===== src/rtl/booth4_pkg.sv =====
package booth4_pkg;

  // Selection decoded from one overlapping multiplier triplet
  typedef struct packed {
    logic zero;  // multiple is 0
    logic two;   // magnitude is 2M instead of M
    logic neg;   // multiple is negated
  } booth_sel_t;

  // Triplet order: {bit 2i+1, bit 2i, bit 2i-1}
  function automatic booth_sel_t booth_recode(input logic [2:0] trip);
    booth_sel_t s;
    s = '{zero: 1'b0, two: 1'b0, neg: 1'b0};
    case (trip)
      3'b000, 3'b111: s.zero = 1'b1;
      3'b001, 3'b010: s     = '{zero: 1'b0, two: 1'b0, neg: 1'b0};
      3'b011:         s.two  = 1'b1;
      3'b100:         s      = '{zero: 1'b0, two: 1'b1, neg: 1'b1};
      default:        s.neg  = 1'b1;  // 101, 110
    endcase
    return s;
  endfunction

  // Rows left after one layer of 3:2 compression
  function automatic int rows_after_layer(input int n);
    return 2 * (n / 3) + (n % 3);
  endfunction

  // Number of compression layers needed to reach two rows
  function automatic int tree_layers(input int n);
    int k;
    int m;
    k = 0;
    m = n;
    while (m > 2) begin
      m = rows_after_layer(m);
      k++;
    end
    return k;
  endfunction

endpackage


===== src/rtl/booth4_recoder.sv =====
module booth4_recoder #(
  parameter int W = 16,
  localparam int G = W / 2
) (
  input  logic [W-1:0] mplr,
  output logic [G-1:0] zero_vec,
  output logic [G-1:0] two_vec,
  output logic [G-1:0] neg_vec
);
  import booth4_pkg::*;

  // Implied 0 below bit 0
  logic [W:0] padded;
  assign padded = {mplr, 1'b0};

  for (genvar i = 0; i < G; i++) begin : g_grp
    booth_sel_t sel;
    assign sel         = booth_recode(padded[2*i+2 -: 3]);
    assign zero_vec[i] = sel.zero;
    assign two_vec[i]  = sel.two;
    assign neg_vec[i]  = sel.neg;
  end

endmodule


===== src/rtl/booth4_ppgen.sv =====
module booth4_ppgen #(
  parameter int W   = 16,
  parameter int ROW = 0,
  localparam int P  = 2 * W,
  localparam int SH = 2 * ROW
) (
  input  logic [W-1:0] mcand,
  input  logic         zero,
  input  logic         two,
  input  logic         neg,
  output logic [P-1:0] row
);
  logic [W:0]   mag;
  logic [W:0]   picked;
  logic [W:0]   flipped;
  logic [P-1:0] widened;

  // 2M by a one-bit shift; M sign-extended by one bit
  assign mag     = two ? {mcand, 1'b0} : {mcand[W-1], mcand};
  assign picked  = zero ? '0 : mag;
  // Inverse only; the +1 goes into the carry-in row
  assign flipped = neg ? ~picked : picked;
  assign widened = {{(P-W-1){flipped[W]}}, flipped};
  assign row     = widened << SH;

endmodule


===== src/rtl/booth4_csa_tree.sv =====
module booth4_csa_tree #(
  parameter int P    = 32,
  parameter int ROWS = 9
) (
  input  logic [P-1:0] rows_in [ROWS],
  output logic [P-1:0] sum_o,
  output logic [P-1:0] carry_o
);
  import booth4_pkg::*;

  localparam int LAYERS = tree_layers(ROWS);
  localparam int GMAX   = ROWS / 3;

  logic [P-1:0] cur [ROWS];
  logic [P-1:0] nxt [ROWS];
  int           live;

  // Layer by layer, every full group of three rows becomes a sum row
  // and a shifted majority row; leftover rows pass straight down.
  always_comb begin
    for (int r = 0; r < ROWS; r++) cur[r] = rows_in[r];
    for (int r = 0; r < ROWS; r++) nxt[r] = '0;
    live = ROWS;
    for (int l = 0; l < LAYERS; l++) begin
      for (int r = 0; r < ROWS; r++) nxt[r] = '0;
      for (int g = 0; g < GMAX; g++) begin
        if (g < live / 3) begin
          nxt[2*g]   = cur[3*g] ^ cur[3*g+1] ^ cur[3*g+2];
          nxt[2*g+1] = ((cur[3*g] & cur[3*g+1]) |
                        (cur[3*g] & cur[3*g+2]) |
                        (cur[3*g+1] & cur[3*g+2])) << 1;
        end
      end
      for (int r = 0; r < 2; r++) begin
        if (r < live % 3) nxt[2*(live/3)+r] = cur[3*(live/3)+r];
      end
      for (int r = 0; r < ROWS; r++) cur[r] = nxt[r];
      live = rows_after_layer(live);
    end
  end

  assign sum_o   = cur[0];
  assign carry_o = cur[1];

endmodule


===== src/rtl/booth4_mult.sv =====
module booth4_mult #(
  parameter int W = 16
) (
  input  logic           clk,
  input  logic           rst,
  input  logic [W-1:0]   mcand,
  input  logic [W-1:0]   mplr,
  output logic [2*W-1:0] product
);
  localparam int G    = W / 2;
  localparam int P    = 2 * W;
  localparam int ROWS = G + 1;

  if ((W % 2) != 0 || W < 4) begin : g_bad_width
    $error("booth4_mult: W must be even and at least 4");
  end

  logic [G-1:0] zero_vec;
  logic [G-1:0] two_vec;
  logic [G-1:0] neg_vec;
  logic [P-1:0] pp_rows [ROWS];
  logic [P-1:0] corr_row;
  logic [P-1:0] tree_sum;
  logic [P-1:0] tree_carry;
  logic [P-1:0] sum_full;

  booth4_recoder #(.W(W)) u_recode (
    .mplr     (mplr),
    .zero_vec (zero_vec),
    .two_vec  (two_vec),
    .neg_vec  (neg_vec)
  );

  for (genvar i = 0; i < G; i++) begin : g_row
    booth4_ppgen #(.W(W), .ROW(i)) u_pp (
      .mcand (mcand),
      .zero  (zero_vec[i]),
      .two   (two_vec[i]),
      .neg   (neg_vec[i]),
      .row   (pp_rows[i])
    );
  end

  // Carry-in row completing the two's complement of negated rows
  always_comb begin
    corr_row = '0;
    for (int i = 0; i < G; i++) corr_row[2*i] = neg_vec[i];
  end
  assign pp_rows[G] = corr_row;

  booth4_csa_tree #(.P(P), .ROWS(ROWS)) u_tree (
    .rows_in (pp_rows),
    .sum_o   (tree_sum),
    .carry_o (tree_carry)
  );

  assign sum_full = tree_sum + tree_carry;

  always_ff @(posedge clk) begin
    if (rst) product <= '0;
    else     product <= sum_full;
  end

endmodule


===== config.mk =====
export PLATFORM = sky130hd
export DESIGN_NAME = booth4_mult
export DESIGN_NICKNAME = d
export VERILOG_FILES = /design/src/rtl/booth4_pkg.sv /design/src/rtl/booth4_recoder.sv /design/src/rtl/booth4_ppgen.sv /design/src/rtl/booth4_csa_tree.sv /design/src/rtl/booth4_mult.sv
export SDC_FILE = /design/constraint.sdc
export NUM_CORES = 1
export LEC_CHECK = 0
export CORE_ASPECT_RATIO = 0.5
export CORE_MARGIN = 2
export CORE_UTILIZATION = 60
export DETAILED_ROUTE_END_ITERATION = 8
export DONT_BUFFER_PORTS = 1
export MAX_ROUTING_LAYER = met4
export PLACE_DENSITY = 0.76
export SETUP_SLACK_MARGIN = 0.4
export SLEW_MARGIN = 10
export SYNTH_ARGS = -nofsm -noshare
export SYNTH_HDL_FRONTEND = slang
export SYNTH_SLANG_ARGS = --single-unit

===== constraint.sdc =====
create_clock -name clk -period 8.34 [get_ports clk]
set_input_delay 2.085 -clock clk [delete_from_list [all_inputs] [get_ports clk]]
set_output_delay 2.085 -clock clk [all_outputs]
set_load 0.01 [all_outputs]

==> impl_metrics.csv <==
group,metric,value,unit
route,postRouteAntennaNets,0,
job,drv_cap,0,
route,post_drt_wl_per_cell,20.6,microns
placement,dpl_cell_area,9030,sq um
global_route,grt_max_degree,36,
global_route,grt_pass1_vias,7390,
synthesis,synth_top_family_by_area,"adder cells",
timing,max_slew_margin,23.2,%
cells_and_area,layout_commonest_cell,"inv_1",
setup_path,cp-endpoint,"product[30]$_SDFF_PP0_",
placement,place_hpwl,19800,microns
clocking,cts_tree,"built",
synthesis,synth_seq_cells,32,
setup_path,cp-end-kind,"flop",
setup_path,critPathArrivalTime,7370,ps
setup_path,cp.required,8490,ps
cells_and_area,area_growth,0.822,%
timing,worstMarginPinSlew,1150,ps
synthesis,synth-edff-count,0,
synthesis,syn-cell-area,9130,sq um
cells_and_area,nNetsFinal,1261,
route,vias,7757,
route,drt-initial-drc-count,1179,
timing,finalCriticalPeriod,7220,ps
floorplanning,die-height,91.2,microns
floorplanning,rows,31,
cells_and_area,layout_common_cells,"inv_1, xor2_1, fa_1",
synthesis,synthCells,1133,
hold_path,hold_class,"in -> reg",
setup_path,start_kind,"input pin",
global_route,overflow,0,
timing,grt_setup_unrepaired,"no",
floorplanning,io_pins,66,
clocking,root_buffer,"clkbuf_16",
synthesis,ys_types,53,
status,status,"finished clean",
setup_path,crit_start,"mplr[7]",
synthesis,synth_warnings,0,
global_route,track_usage,32.9,%
timing,maxSlewViolCount,0,
setup_path,crit_fanout,24,
floorplanning,dieArea,16300,sq um
synthesis,synth-xor-area-share,14.3,%
timing,post-route-period-util,86.6,%
synthesis,synth_fp_nets,1353,
route,drt-total-wl,25600,microns
route,drc_errors,0,
synthesis,muxShareOfSynthArea,2.01,%
clocking,htree_levels,2,
clocking,cts.sinks,32,
clocking,cts.reportedPaths.clkPinSlew,60,ps
route,via_per_inst,6.26,
setup_path,crit_type,"in -> reg",
synthesis,synth_area_per_cell,8.06,sq um
floorplanning,start_util,62.3,%
cells_and_area,final_cell_area,9210,sq um
cells_and_area,largest_reg_flops,32,
clocking,cts_setup_buffers,0,
clocking,clk_path_buf_depth,2,
floorplanning,core_area,14700,sq um
synthesis,async_flop_share,0,%
timing,max_freq,138,MHz
synthesis,seq_area_frac_synth,7.01,%
clocking,cts_buffers,5,
synthesis,ys.flop_type,"dfxtp_1",
clocking,ctsHoldBuffers,0,
synthesis,synth_adder_area_share,34.9,%
clocking,cts_resized,0,
cells_and_area,drive_gt1_share,2.69,%
timing,finalSetupViolCount,0,
timing,tns,0,ps
cells_and_area,reg_top3,"product x32",
synthesis,synth_compound_area_share,21.9,%
floorplanning,die_w,178,microns
synthesis,synth-simple-area-share,8.51,%
route,drtPass1Iterations,8,
global_route,grt_pass1_wl,40500,microns
timing,hold_viol,0,
placement,place_congestion,0.961,
placement,io_buffers,0,
cells_and_area,regMostFlops,"product",
cells_and_area,antennaDiodeCount,0,
global_route,antenna_found_initial,0,
[critical path, stage by stage]
cell and delay, ps:
nand2_1 70, nor2_1 790, a22oi_1 220, o21ai_0 190, fa_1 500, inv_1 140
fa_1 420, fa_1 420, fa_1 570, inv_1 70, ha_1 430, a21oi_2 280
nand2_1 80, a21oi_1 170, o21ai_2 120, o31ai_2 280, o31a_1 180, mux2_1 340
[layer usage]
| metal | global-route usage [%] | vias to the layer above | part of all wire [%] |
|---|---|---|---|
| li1 | - | 3572 | - |
| met1 | 50.8 | 3663 | 47 |
| met2 | 41.2 | 482 | 38 |
| met3 | 9.97 | 40 | 14 |
| met4 | 6.78 | 0 | 1.5 |
| met5 | - | - | 0 |
[logic make-up (layout without fill, tap and decap cells)]
group           after synthesis  in the layout
simple gates                179            179
compound gates              296            296
fa+ha+maj                   186            186
xor+xnor                    149            149
buf+inv                     273            182
flops                        32             32
mux                          18             18
[worst min-delay path by stage]
stage                          start                      to  slack (ps)  cells after the start
2_1_floorplan  product[0]$_SDFF_PP0_              product[0]        2390                      0
3_3_place_gp                     rst  product[24]$_SDFF_PP0_        2160                      1
3_5_place_dp                     rst  product[20]$_SDFF_PP0_        2160                      1
4_1_cts                          rst   product[9]$_SDFF_PP0_        1870                      1
5_1_grt                          rst   product[6]$_SDFF_PP0_        1870                      1
6_report                         rst   product[9]$_SDFF_PP0_        1880                      1
[stage by stage]
stage          setup slack [ps]  hold slack [ps]  cells  util (%)
6_report                   1120             1880   1240      62.8
4_1_cts                    1220             1870   1240      62.8
2_1_floorplan              1230             2390   1133         -
3_3_place_gp               1100             2160   1232      61.6
5_1_grt                     942             1870   1240      62.8
3_5_place_dp                975             2160   1232      61.6
[layout make-up]
| cell class | count | area [sq um] |
|---|---|---|
| timing repair buffer | 8 | 60.1 |
| tap | 198 | 248 |
| multi-input combinational | 828 | 7450 |
| inverter | 166 | 623 |
| clock inverter | 1 | 30.0 |
| clock buffer | 7 | 153 |
| sequential | 32 | 641 |
| fill | 1284 | 5450 |
[synth_stat cells (all sizes together), types with 15 or more instances]
master / n / area, sq um
a21oi: 35 / 186
xnor2: 25 / 219
nand2: 43 / 161
xor2: 124 / 1090
dfxtp: 32 / 641
o21ai: 96 / 484
clkbuf: 78 / 293
mux2i: 15 / 150
buf: 29 / 123
inv: 165 / 619
fa: 115 / 2300
nor2: 92 / 345
ha: 71 / 888
a221oi: 29 / 254
a22oi: 76 / 571
Power is left out: the tool's default activity adds up to more than one toggle a clock period on the data nets, which glitch-free logic cannot reach.
